File: src/rtl/ss_pkg.sv
package ss_pkg;
   typedef enum logic [2:0] {
      SS_IDLE   = 3'd0,
      SS_ONDLY  = 3'd1,
      SS_RISE   = 3'd2,
      SS_REG    = 3'd3,
      SS_OFFDLY = 3'd4,
      SS_FALL   = 3'd5,
      SS_FAULT  = 3'd6
   } ss_state_e;
endpackage

File: src/rtl/ss_ramp.sv
module ss_ramp #(
   parameter int VW = 12,
   parameter int TW = 8
) (
   input  logic          clk,
   input  logic          rst_n,
   input  logic          ld,
   input  logic [VW-1:0] from_i,
   input  logic [VW-1:0] to_i,
   input  logic [TW-1:0] dur_i,
   input  logic          adv,
   input  logic          tick,
   output logic [VW-1:0] val_o,
   output logic          done_o
);
   logic [VW-1:0] val_q, tgt_q, q_q;
   logic [TW-1:0] r_q, k_q, dur_q;
   logic [TW:0]   err_q;
   logic          dn_q;

   logic [VW-1:0] diff, dsafe, q_n, step;
   logic [TW-1:0] r_n;
   logic [TW:0]   err_sum, err_n;
   logic          carry;

   // quotient and remainder of span over duration, fed to an error accumulator
   always_comb begin
      diff    = (to_i >= from_i) ? (to_i - from_i) : (from_i - to_i);
      dsafe   = (dur_i == '0) ? VW'(1) : VW'(dur_i);
      q_n     = diff / dsafe;
      r_n     = TW'(diff % dsafe);
      err_sum = err_q + {1'b0, r_q};
      carry   = (err_sum >= {1'b0, dur_q});
      err_n   = carry ? (err_sum - {1'b0, dur_q}) : err_sum;
      step    = q_q + VW'(carry);
   end

   always_ff @(posedge clk) begin
      if (!rst_n) begin
         val_q <= '0;
         tgt_q <= '0;
         q_q   <= '0;
         r_q   <= '0;
         k_q   <= '0;
         dur_q <= '0;
         err_q <= '0;
         dn_q  <= 1'b0;
      end else if (ld) begin
         val_q <= (dur_i == '0) ? to_i : from_i;
         tgt_q <= to_i;
         dn_q  <= (to_i < from_i);
         q_q   <= q_n;
         r_q   <= r_n;
         err_q <= '0;
         k_q   <= '0;
         dur_q <= dur_i;
      end else if (adv && tick && (k_q != dur_q)) begin
         k_q   <= k_q + 1'b1;
         err_q <= err_n;
         val_q <= dn_q ? (val_q - step) : (val_q + step);
      end
   end

   assign val_o  = val_q;
   assign done_o = (k_q == dur_q);


   endpoint_chk: assert property (@(posedge clk) disable iff (!rst_n)
      (k_q == dur_q) |-> (val_q == tgt_q));

   ramp_up_mono_chk: assert property (@(posedge clk) disable iff (!rst_n)
      (adv && tick && !ld && (k_q != dur_q) && !dn_q) |=> (val_q >= $past(val_q)));

   ramp_dn_mono_chk: assert property (@(posedge clk) disable iff (!rst_n)
      (adv && tick && !ld && (k_q != dur_q) && dn_q) |=> (val_q <= $past(val_q)));
endmodule

File: src/rtl/ss_sre_slew.sv
module ss_sre_slew #(
   parameter int DW   = 8,
   parameter int STEP = 16
) (
   input  logic          clk,
   input  logic          rst_n,
   input  logic          tick,
   input  logic          up,
   input  logic          kill,
   input  logic          below,
   output logic [DW-1:0] duty_o
);
   localparam logic [DW-1:0] FULL   = {DW{1'b1}};
   localparam logic [DW-1:0] STEP_V = DW'(STEP);

   logic [DW-1:0] reg_q, up_v, dn_v;

   generate
      if (STEP >= (2 ** DW) - 1) begin : g_instant
         assign up_v = FULL;
         assign dn_v = '0;
      end else begin : g_slew
         assign up_v = (reg_q > (FULL - STEP_V)) ? FULL : (reg_q + STEP_V);
         assign dn_v = (reg_q < STEP_V) ? '0 : (reg_q - STEP_V);
      end
   endgenerate

   always_ff @(posedge clk) begin
      if (!rst_n)             reg_q <= '0;
      else if (kill || below) reg_q <= '0;
      else if (tick)          reg_q <= up ? up_v : dn_v;
   end

   assign duty_o = below ? '0 : reg_q;


   slew_bound_chk: assert property (@(posedge clk) disable iff (!rst_n)
      (!kill && !below) |=>
      (((reg_q >= $past(reg_q)) ? (reg_q - $past(reg_q)) : ($past(reg_q) - reg_q)) <= STEP_V));
endmodule

File: src/rtl/ss_ctrl.sv
module ss_ctrl
   import ss_pkg::*;
#(
   parameter int VW     = 12,
   parameter int TW     = 8,
   parameter int PB_MIN = 300,
   parameter int PB_MAX = 3650
) (
   input  logic          clk,
   input  logic          rst_n,
   input  logic          tick,
   input  logic          en_req,
   input  logic          dis_req,
   input  logic          light_load,
   input  logic [VW-1:0] vset,
   input  logic [VW-1:0] vout,
   input  logic [TW-1:0] t_on_dly,
   input  logic [TW-1:0] t_rise,
   input  logic [TW-1:0] t_off_dly,
   input  logic [TW-1:0] t_fall,
   input  logic [VW-1:0] ramp_val,
   input  logic          ramp_done,
   output ss_state_e     st_o,
   output logic          ld,
   output logic [VW-1:0] ld_from,
   output logic [VW-1:0] ld_to,
   output logic [TW-1:0] ld_dur,
   output logic          adv,
   output logic [VW-1:0] sp_o,
   output logic          sre_up,
   output logic          sre_kill,
   output logic          fault_o
);
   localparam logic [VW-1:0] PB_MIN_V = VW'(PB_MIN);
   localparam logic [VW-1:0] PB_MAX_V = VW'(PB_MAX);

   ss_state_e     st, st_n;
   logic [TW-1:0] cnt, cnt_n;
   logic [VW-1:0] start_q, start_n, sp_q, sp_n, pb_lvl;
   logic          stop, pb_bad;

   assign pb_bad = (vout > PB_MAX_V);
   assign pb_lvl = (vout < PB_MIN_V) ? '0 : vout;

   always_comb begin
      st_n    = st;
      cnt_n   = cnt;
      start_n = start_q;
      sp_n    = sp_q;
      ld      = 1'b0;
      ld_from = '0;
      ld_to   = '0;
      ld_dur  = '0;
      stop    = 1'b0;
      unique case (st)
         SS_IDLE: begin
            if (en_req && !dis_req) begin
               if (pb_bad) begin
                  st_n = SS_FAULT;
               end else begin
                  st_n    = SS_ONDLY;
                  cnt_n   = '0;
                  start_n = pb_lvl;
                  sp_n    = vset;
                  ld      = 1'b1;
                  ld_from = pb_lvl;
                  ld_to   = pb_lvl;
               end
            end
         end
         SS_ONDLY: begin
            if (dis_req) stop = 1'b1;
            else if (cnt == t_on_dly) begin
               st_n    = SS_RISE;
               ld      = 1'b1;
               ld_from = start_q;
               ld_to   = sp_q;
               ld_dur  = t_rise;
            end else if (tick) cnt_n = cnt + 1'b1;
         end
         SS_RISE: begin
            if (dis_req)        stop = 1'b1;
            else if (ramp_done) st_n = SS_REG;
         end
         SS_REG: begin
            if (dis_req) stop = 1'b1;
         end
         SS_OFFDLY: begin
            if (cnt == t_off_dly) begin
               st_n    = SS_FALL;
               ld      = 1'b1;
               ld_from = ramp_val;
               ld_to   = '0;
               ld_dur  = t_fall;
            end else if (tick) cnt_n = cnt + 1'b1;
         end
         SS_FALL: begin
            if (ramp_done) st_n = SS_IDLE;
         end
         SS_FAULT: begin
            if (dis_req) st_n = SS_IDLE;
         end
         default: st_n = SS_IDLE;
      endcase
      if (stop) begin
         if (light_load) begin
            st_n    = SS_IDLE;
            ld      = 1'b1;
            ld_from = '0;
            ld_to   = '0;
            ld_dur  = '0;
         end else begin
            st_n  = SS_OFFDLY;
            cnt_n = '0;
         end
      end
   end

   always_ff @(posedge clk) begin
      if (!rst_n) begin
         st      <= SS_IDLE;
         cnt     <= '0;
         start_q <= '0;
         sp_q    <= '0;
      end else begin
         st      <= st_n;
         cnt     <= cnt_n;
         start_q <= start_n;
         sp_q    <= sp_n;
      end
   end

   assign st_o     = st;
   assign sp_o     = sp_q;
   assign adv      = (st == SS_RISE) || (st == SS_FALL);
   assign sre_up   = (st == SS_RISE) || (st == SS_REG);
   assign sre_kill = (st_n == SS_IDLE) || (st_n == SS_ONDLY) || (st_n == SS_FAULT);
   assign fault_o  = (st == SS_FAULT);


   fault_src_chk: assert property (@(posedge clk) disable iff (!rst_n)
      $rose(fault_o) |-> ($past(vout) > PB_MAX_V));

   en_ignored_chk: assert property (@(posedge clk) disable iff (!rst_n)
      (en_req && !dis_req && (st == SS_REG)) |=> (st == SS_REG));
endmodule

File: src/rtl/softstart_seq.sv
module softstart_seq
   import ss_pkg::*;
#(
   parameter int VW       = 12,
   parameter int TW       = 8,
   parameter int DW       = 8,
   parameter int SRE_STEP = 16,
   parameter int PB_MIN   = 300,
   parameter int PB_MAX   = 3650
) (
   input  logic          clk,
   input  logic          rst_n,
   input  logic          tick_i,
   input  logic          en_req_i,
   input  logic          dis_req_i,
   input  logic          light_load_i,
   input  logic [VW-1:0] vset_i,
   input  logic [VW-1:0] vout_i,
   input  logic [TW-1:0] t_on_dly_i,
   input  logic [TW-1:0] t_rise_i,
   input  logic [TW-1:0] t_off_dly_i,
   input  logic [TW-1:0] t_fall_i,
   output logic [VW-1:0] vref_o,
   output logic [DW-1:0] sre_duty_o,
   output logic [2:0]    state_o,
   output logic          fault_o
);
   generate
      if (VW < TW) begin : g_bad_width
         $error("softstart_seq: VW must be at least TW");
      end
      if (PB_MIN >= PB_MAX || PB_MAX >= (2 ** VW)) begin : g_bad_pb
         $error("softstart_seq: need PB_MIN < PB_MAX < 2**VW");
      end
      if (SRE_STEP < 1 || SRE_STEP >= (2 ** DW)) begin : g_bad_step
         $error("softstart_seq: SRE_STEP out of range");
      end
   endgenerate

   ss_state_e     st;
   logic          ld, adv, ramp_done, sre_up, sre_kill, below;
   logic [VW-1:0] ld_from, ld_to, sp, thr;
   logic [TW-1:0] ld_dur;
   logic [VW+1:0] thr3;

   ss_ctrl #(.VW(VW), .TW(TW), .PB_MIN(PB_MIN), .PB_MAX(PB_MAX)) u_ctrl (
      .clk(clk), .rst_n(rst_n), .tick(tick_i), .en_req(en_req_i),
      .dis_req(dis_req_i), .light_load(light_load_i), .vset(vset_i),
      .vout(vout_i), .t_on_dly(t_on_dly_i), .t_rise(t_rise_i),
      .t_off_dly(t_off_dly_i), .t_fall(t_fall_i), .ramp_val(vref_o),
      .ramp_done(ramp_done), .st_o(st), .ld(ld), .ld_from(ld_from),
      .ld_to(ld_to), .ld_dur(ld_dur), .adv(adv), .sp_o(sp),
      .sre_up(sre_up), .sre_kill(sre_kill), .fault_o(fault_o)
   );

   ss_ramp #(.VW(VW), .TW(TW)) u_ramp (
      .clk(clk), .rst_n(rst_n), .ld(ld), .from_i(ld_from), .to_i(ld_to),
      .dur_i(ld_dur), .adv(adv), .tick(tick_i), .val_o(vref_o),
      .done_o(ramp_done)
   );

   // three quarters of the captured set point, rounded down
   assign thr3  = {2'b00, sp} + {1'b0, sp, 1'b0};
   assign thr   = VW'(thr3 >> 2);
   assign below = (vref_o < thr);

   ss_sre_slew #(.DW(DW), .STEP(SRE_STEP)) u_sre (
      .clk(clk), .rst_n(rst_n), .tick(tick_i), .up(sre_up), .kill(sre_kill),
      .below(below), .duty_o(sre_duty_o)
   );

   assign state_o = st;


   regulate_chk: assert property (@(posedge clk) disable iff (!rst_n)
      (st == SS_REG) |-> (vref_o == sp));

   ondly_hold_chk: assert property (@(posedge clk) disable iff (!rst_n)
      ((st == SS_ONDLY) && ($past(st) == SS_ONDLY)) |-> $stable(vref_o));

   offdly_hold_chk: assert property (@(posedge clk) disable iff (!rst_n)
      ((st == SS_OFFDLY) && ($past(st) == SS_OFFDLY)) |-> $stable(vref_o));

   sre_quiet_chk: assert property (@(posedge clk) disable iff (!rst_n)
      ((st == SS_IDLE) || (st == SS_ONDLY) || (st == SS_FAULT)) |-> (sre_duty_o == '0));

   light_off_chk: assert property (@(posedge clk) disable iff (!rst_n)
      (dis_req_i && light_load_i && ((st == SS_ONDLY) || (st == SS_RISE) || (st == SS_REG)))
      |=> ((vref_o == '0) && (sre_duty_o == '0) && (st == SS_IDLE)));
endmodule

File: config.mk
export PLATFORM = sky130hd
export DESIGN_NAME = softstart_seq
export DESIGN_NICKNAME = d
export VERILOG_FILES = /design/src/rtl/ss_pkg.sv /design/src/rtl/ss_ramp.sv /design/src/rtl/ss_sre_slew.sv /design/src/rtl/ss_ctrl.sv /design/src/rtl/softstart_seq.sv
export SDC_FILE = /design/constraint.sdc
export NUM_CORES = 1
export LEC_CHECK = 0
export ABC_AREA = 1
export BUFFER_PORTS_ARGS = -buffer_cell sky130_fd_sc_hd__buf_4
export CAP_MARGIN = 5
export CORE_ASPECT_RATIO = 0.75
export CORE_UTILIZATION = 35
export CTS_BUF_LIST = sky130_fd_sc_hd__clkbuf_16
export DETAILED_ROUTE_END_ITERATION = 12
export GPL_TIMING_DRIVEN = 1
export HOLD_SLACK_MARGIN = 0.02
export PLACE_DENSITY = 0.55
export SLEW_MARGIN = 30
export SYNTH_ARGS = -nofsm -noshare
export SYNTH_HDL_FRONTEND = slang
export SYNTH_SLANG_ARGS = --single-unit
File: constraint.sdc
create_clock -name clk -period 29 [get_ports clk]
set_input_delay 1.45 -clock clk [delete_from_list [all_inputs] [get_ports clk]]
set_output_delay 1.45 -clock clk [all_outputs]
set_load 0.1 [all_outputs]
# After elaboration in Yosys (flattened, before gate mapping)
# Index checks and enable logic that the tools add are counted.
[classes]
n_eq_ne = 12
n_reduce_logical = 17
n_addsub = 12
n_div = 2
bitwise = 2
n_mux = 62
order_cmp = 8
[op_table]
columns = ["cell", "count"]
rows = [
  ["12-bit two-way mux", 17],
  ["8-bit two-way mux", 18],
  ["12-bit case mux with 3 select lines", 1],
  ["12-bit subtractor", 3],
  ["3-bit two-way mux", 11],
  ["8-bit equality test", 3],
  ["12-bit < comparator", 2],
  ["12-bit case mux with 2 select lines", 1],
  ["8-bit case mux with 3 select lines", 1],
  ["3-bit case mux with 7 select lines", 1],
  ["8-bit by 1-bit adder with 8-bit output, second input constant", 2],
  ["8-bit case mux with 2 select lines", 1],
  ["12-bit by 13-bit adder with 14-bit output", 1],
  ["12-bit by 1-bit adder with 12-bit output", 1],
  ["12-bit adder", 1],
  ["12-bit by 12-bit divider with 12-bit output", 1],
  ["3-bit equality test, second input constant", 4],
  ["12-bit greater-or-equal comparator", 1],
  ["12-bit greater-than comparator, second input constant", 1],
  ["12-bit by 9-bit < comparator with 1-bit output, second input constant", 1],
  ["12-bit by 12-bit remainder unit with 12-bit output", 1],
  ["9-bit by 8-bit adder with 9-bit output", 1],
  ["9-bit by 8-bit greater-or-equal comparator with 1-bit output", 1],
  ["1-bit two-way mux", 9],
  ["other kinds (20)", 31],
]
[word_totals]
wordCells = 127
in_bits = 62
output_inout_bits = 24
ff_bits = 101

# Depth between registers and ports, before layout
[depth]
word_depth = 10
ltp_mapped = 166
mapped_depth_nobuf = 161

# By module
# Synthesis repeated with hierarchy kept, for this count alone.
[hier_totals]
hier_cells = 1925
hier_area_um2 = 12156.7
[by_module_without_submodules]
columns = ["module", "cells_per_inst", "seq_area_each_um2", "area_each_um2", "n_inst"]
rows = [
  ["ss_ramp", 1279, 1161.1, 8375.5, 1],
  ["ss_ctrl", 406, 700.7, 2411.1, 1],
  ["softstart_seq", 170, 0.0, 948.4, 1],
  ["ss_sre_slew", 70, 100.1, 421.7, 1],
]

# Least setup slack after synthesis
# No wires, ideal clock.
[synth_path]
kind = "input port to flip-flop"
startpoint = "input port vout_i[5]"
endpoint = "register u_ramp.r_q[0]"
path_buffers = 5
slack_ns = 7.049
arrival_time_ns = 21.834
cell_stages = 156
setup_ns = 0.117
cell_sequence = "inv_1 -> nand2_1 -> a2111oi_0 -> o211ai_1 -> a31oi_1 -> nand2_1 -> inv_1 -> clkbuf_1 -> nand3_1 -> inv_1 -> nor2_1 -> fa_1 -> a31oi_1 -> nor2_1 -> nor2_1 -> nand3_2 -> inv_2 -> nand2_1 -> [... 120 more ...] -> inv_1 -> nand4_4 -> inv_4 -> nand2_1 -> o21ai_1 -> ha_1 -> a21oi_1 -> o21ai_0 -> nand3_1 -> nand2_1 -> a221oi_1 -> o21bai_1 -> a21oi_4 -> nand2_2 -> inv_2 -> nor2_1 -> nor2_1 -> nor2_1"
[synth_between]
elab_chain_cells = 10
word_cells_on_any_way = 21
classes_between = "add/sub: 2; div: 1; order compare: 3; mux: 15"
[synth_rtl]
columns = ["item", "line", "source"]
rows = [
  ["from (decl)", "softstart_seq.sv:18", "input logic [VW-1:0] vout_i,"],
  ["12-bit by 9-bit < comparator with 1-bit output", "ss_ctrl.sv:43", "assign pb_lvl = (vout < PB_MIN_V) ? '0 : vout;"],
  ["12-bit two-way mux", "ss_ctrl.sv:43", ""],
  ["12-bit two-way mux", "ss_ctrl.sv:58", "if (pb_bad) begin"],
  ["12-bit two-way mux", "ss_ctrl.sv:57", "if (en_req && !dis_req) begin"],
  ["12-bit case mux with 3 select lines or 12-bit case mux with 2 select lines (tied branches)", "ss_ctrl.sv:55", "unique case (st)"],
  ["12-bit two-way mux", "ss_ctrl.sv:106", "if (light_load) begin"],
  ["12-bit two-way mux", "ss_ctrl.sv:105", "if (stop) begin"],
  ["12-bit subtractor or 12-bit greater-or-equal comparator (tied branches)", "ss_ramp.sv:28", "diff = (to_i >= from_i) ? (to_i - from_i) : (from_i - to_i);"],
  ["12-bit two-way mux", "ss_ramp.sv:28", ""],
  ["12-bit by 12-bit remainder unit with 12-bit output", "ss_ramp.sv:31", "r_n = TW'(diff % dsafe);"],
  ["to (signal assigned)", "ss_ramp.sv:53", "r_q <= r_n;"],
  ["to (decl)", "ss_ramp.sv:17", "logic [TW-1:0] r_q, k_q, dur_q;"],
]
# Several ways; a longest one is shown, not always the timed one.
# A chain may end at the register's enable or synchronous reset.

# Worst setup path after layout
# Same ends and word-level chain as after synthesis.

==> flow_results.org <==
** Run status
- Status :: completed

** STA
- Normalized max-slew margin :: a little over a third
- The number of hold violations in the final report was 0.
- For the pin with the worst max-slew slack, the measured transition is between 0.9 and 1 ns.
- Setup total negative slack on the finished layout was measured at 0 ns.
- Largest clock skew in the final design :: 0.00924 ns
- Final period util :: between 80 and 90%
- Achievable clock frequency :: approximately 40 MHz
- Setup repair after global routing left no endpoint under its margin.
- The final max-slew violation count is 0.
- Setup violations remaining at the end of the flow were counted as 0.
- The smallest clock period supported by the final layout is computed as 25.26 ns.
- Across all hold checks on the routed design, the worst slack comes to roughly 0.47 ns.

** Die
- Die H :: roughly 160 µm
- For this configuration, the core starts out at a cell density of about 36%.
- Floorplan core area :: ~33000 µm²
- The die is between 200 and 250 µm wide.
- During I/O placement, the number of pins put on the boundary was 86.
- Row cnt :: 57
- Die outline area :: around 34000 µm²

** Global route
- Maximum number of pins on one net before global-route repair :: 35
- Number of antenna violations at the first check in global routing :: 0
- Total global routing track utilization :: about a fifth
- The first global-routing pass estimated between 50000 and 60000 µm of wire.
- Vias in the first global route :: about 11000
- Summed over all layers, the global routing overflow is 0.

** Layout
- Compared with the post-synthesis result, the final layout area differs by 11.7%.
- The net count of the finished layout is between 2000 and 2500.
- Filler-free cell count of the finished design :: about 2300
- Fill cells in the final layout number about 3500.
- The post-route netlist has roughly 11% of its cells at a drive strength greater than 1.
- The library cells used most frequently in the layout, excluding fill and tap cells, are sky130_fd_sc_hd__nand2_1, sky130_fd_sc_hd__inv_1, sky130_fd_sc_hd__nor2_1.
- Antenna diodes :: 0
- Leading cell type in the layout, fill and taps excluded :: sky130_fd_sc_hd__nand2_1

** Clock network
- CTS saw 98 sinks.
- Number of buffers created by CTS :: 9
- Worst-path clk slew :: 0.07 ns
- TritonCTS clock tree :: yes
- H-tree level count :: 3
- Post-cts resize count :: 0
- The cell sitting at the root of the clock tree is a sky130_fd_sc_hd__clkbuf_16.
- The longest clock path from root to sink contains 2 buffers.
- Number of setup buffers added after CTS :: 0
- Cts hold-fix bufs :: 0
- The clock reaches the later pin of the worst-skew pair after 0.38 ns.

** Setup path
- STA classifies the critical path endpoint as a register.
- STA puts the critical path data required time at 29.27 ns.
- Most repeated library cell on the critical path :: sky130_fd_sc_hd__nand2_1
- Data on the critical path arrives at its endpoint at around 26 ns.
- In this design, the stage delay of the slowest critical-path cell is roughly 0.47 ns.
- The largest individual stage delay along the critical path comes from the cell sky130_fd_sc_hd__a21oi_1.
- In this run the worst path has a maximum fanout of 16.
- The worst setup path is of the input pin to register kind.
- CP startpoint kind :: input pin

** Routing
- WL per Instance :: about 15 µm
- Number of vias in the routed layout :: 11678
- Detailed routing placed a total of 2040 µm of wire on met3.
- Number of DRC violations after detailed-routing iteration 0 :: roughly 850
- Detailed Route WL :: around 36000 µm
- Routed Antenna Nets :: 0
- The detailed router used layers up to and including met4.
- In the final routing, the length of wire on met1 measures around 19000 µm.
- DRC viols :: 0
- Number of search-and-repair iterations in the first detailed-routing pass :: 7
- Vias per cell :: roughly 5
- Met2 routed WL :: 14800 µm

** Synth
- In the synthesized netlist, the number of instances is roughly 1800.
- Post-Syn Nets :: 2010
- Yosys mapped the design onto slightly above 60 distinct sky130hd cell types.
- Total number of yosys warnings :: 0
- Average cell area after synthesis :: approximately 6.5 µm²
- Seq cells post-synth :: a little under 100
- The synthesized netlist occupies a cell area of ~12000 µm².
- Sequential fraction of the synthesis area :: 16.7%

** Flow run
- Number of maximum-capacitance constraint violations :: 0

** Placement
- Number of buffers inserted by port buffering :: 85
- After detailed placement, the design holds a cell count of between 2000 and 2500.
- Final GP Congestion :: approximately 0.91
- Detailed placer's ending HPWL :: 28900 µm

** Worst hold path
- Class of the worst hold path :: register to register
per-stage QoR:
step	setup WS [ns]	area, µm²	utilization [%]
floorplan	7.05	11700	-
global placement	4.85	12800	39.2
detailed placement	3.81	12800	39.2
CTS	4.14	13100	40.1
global route	1.06	13100	40.1
finish	3.74	13100	40.1
routing by layer:
layer | global-route usage [%] | up-vias
met1 | 32.0 | 5288
met3 | 3.48 | 26
met2 | 31.4 | 317
met5 | 0 | -
li1 | - | 6047
met4 | 3.41 | 0
registers in the layout, indices dropped and copies added (netlist names):
register        flops
u_ctrl.st_o         3
u_ramp.dn_q         1
u_ctrl.start_q     12
u_ramp.r_q          8
u_ctrl.sp_o        12
u_ramp.err_q        9
u_ramp.dur_q        8
u_sre.reg_q         5
u_ramp.q_q         12
u_ramp.val_o       12
u_ramp.k_q          8
u_ctrl.cnt          8
Yosys cell counts, drive strengths merged:
| cell type | number | area (µm²) |
|---|---|---|
| a2111oi | 2 | 17.5 |
| a211oi | 7 | 52.6 |
| a21boi | 3 | 22.5 |
| a21o | 20 | 150 |
| a21oi | 144 | 736 |
| a221o | 1 | 10.0 |
| a221oi | 12 | 111 |
| a22o | 1 | 8.76 |
| a31oi | 9 | 56.3 |
| a41oi | 1 | 8.76 |
| and2 | 1 | 6.26 |
| and3 | 2 | 12.5 |
| buf | 8 | 56.3 |
| clkbuf | 24 | 90.1 |
| clkinv | 3 | 11.3 |
| dfxtp | 98 | 1960 |
| fa | 7 | 140 |
| ha | 150 | 1880 |
| inv | 296 | 1110 |
| mux2i | 4 | 40.0 |
| nand2 | 383 | 1540 |
| nand3 | 100 | 598 |
| nand3b | 3 | 22.5 |
| nand4 | 12 | 90.1 |
| nor2 | 159 | 643 |
| nor3 | 27 | 140 |
| nor3b | 2 | 15.0 |
| nor4 | 5 | 31.3 |
| o2111ai | 1 | 8.76 |
| o211ai | 10 | 80.1 |
| o21a | 8 | 60.1 |
| o21ai | 118 | 617 |
| o21bai | 15 | 113 |
| o221ai | 4 | 35.0 |
| o22ai | 19 | 125 |
| o31ai | 6 | 45.0 |
| o32ai | 1 | 8.76 |
| or2 | 11 | 68.8 |
| or3 | 2 | 12.5 |
| xnor2 | 45 | 394 |
| xor2 | 67 | 587 |
worst max-delay path: cells and delay by family:
kind,cells,cell delay (ns)
AOI/OAI and AO/OA,59,10.55
adders and majority gates,14,4.27
buffers and inverters,24,3.10
and+or+nand+nor,58,6.06
cell type report:
cell class | instances | area (µm²) | area share (%)
Timing Repair Buffer | 92 | 691 | 5.28
Multi-Input combinational cell | 1362 | 8490 | 64.9
Clock buffer | 9 | 225 | 1.72
Clock inverter | 6 | 41.3 | 0.316
Tap cell | 442 | 553 | 4.23
Inverter | 299 | 1120 | 8.60
Sequential cell | 98 | 1960 | 15.0
path summary, 6_finish.rpt:
path | startpoint | to | slack [ns] | cells past startpoint
setup / recovery | vout_i[5] | u_ramp.r_q[0] | 3.74 | 155
hold / removal | u_ctrl.start_q[11] | u_ctrl.start_q[11] | 0.47 | 2
setup reg to reg | u_ctrl.cnt[3] | u_ramp.r_q[0] | 4.71 | 153
hold reg to reg | u_ctrl.start_q[11] | u_ctrl.start_q[11] | 0.47 | 2
logic make-up after synthesis:
family	synth area share, %
adders and majority gates	17.2
xor gates and xnor gates	8.37
muxes	0.342
AOI/OAI and AO/OA	19.3
and+or+nand+nor	27.1
DFF	16.7
buffers and inverters	10.9
Power is left out: the tool's default activity adds up to more than one toggle a clock period on the data nets, which glitch-free logic cannot reach.
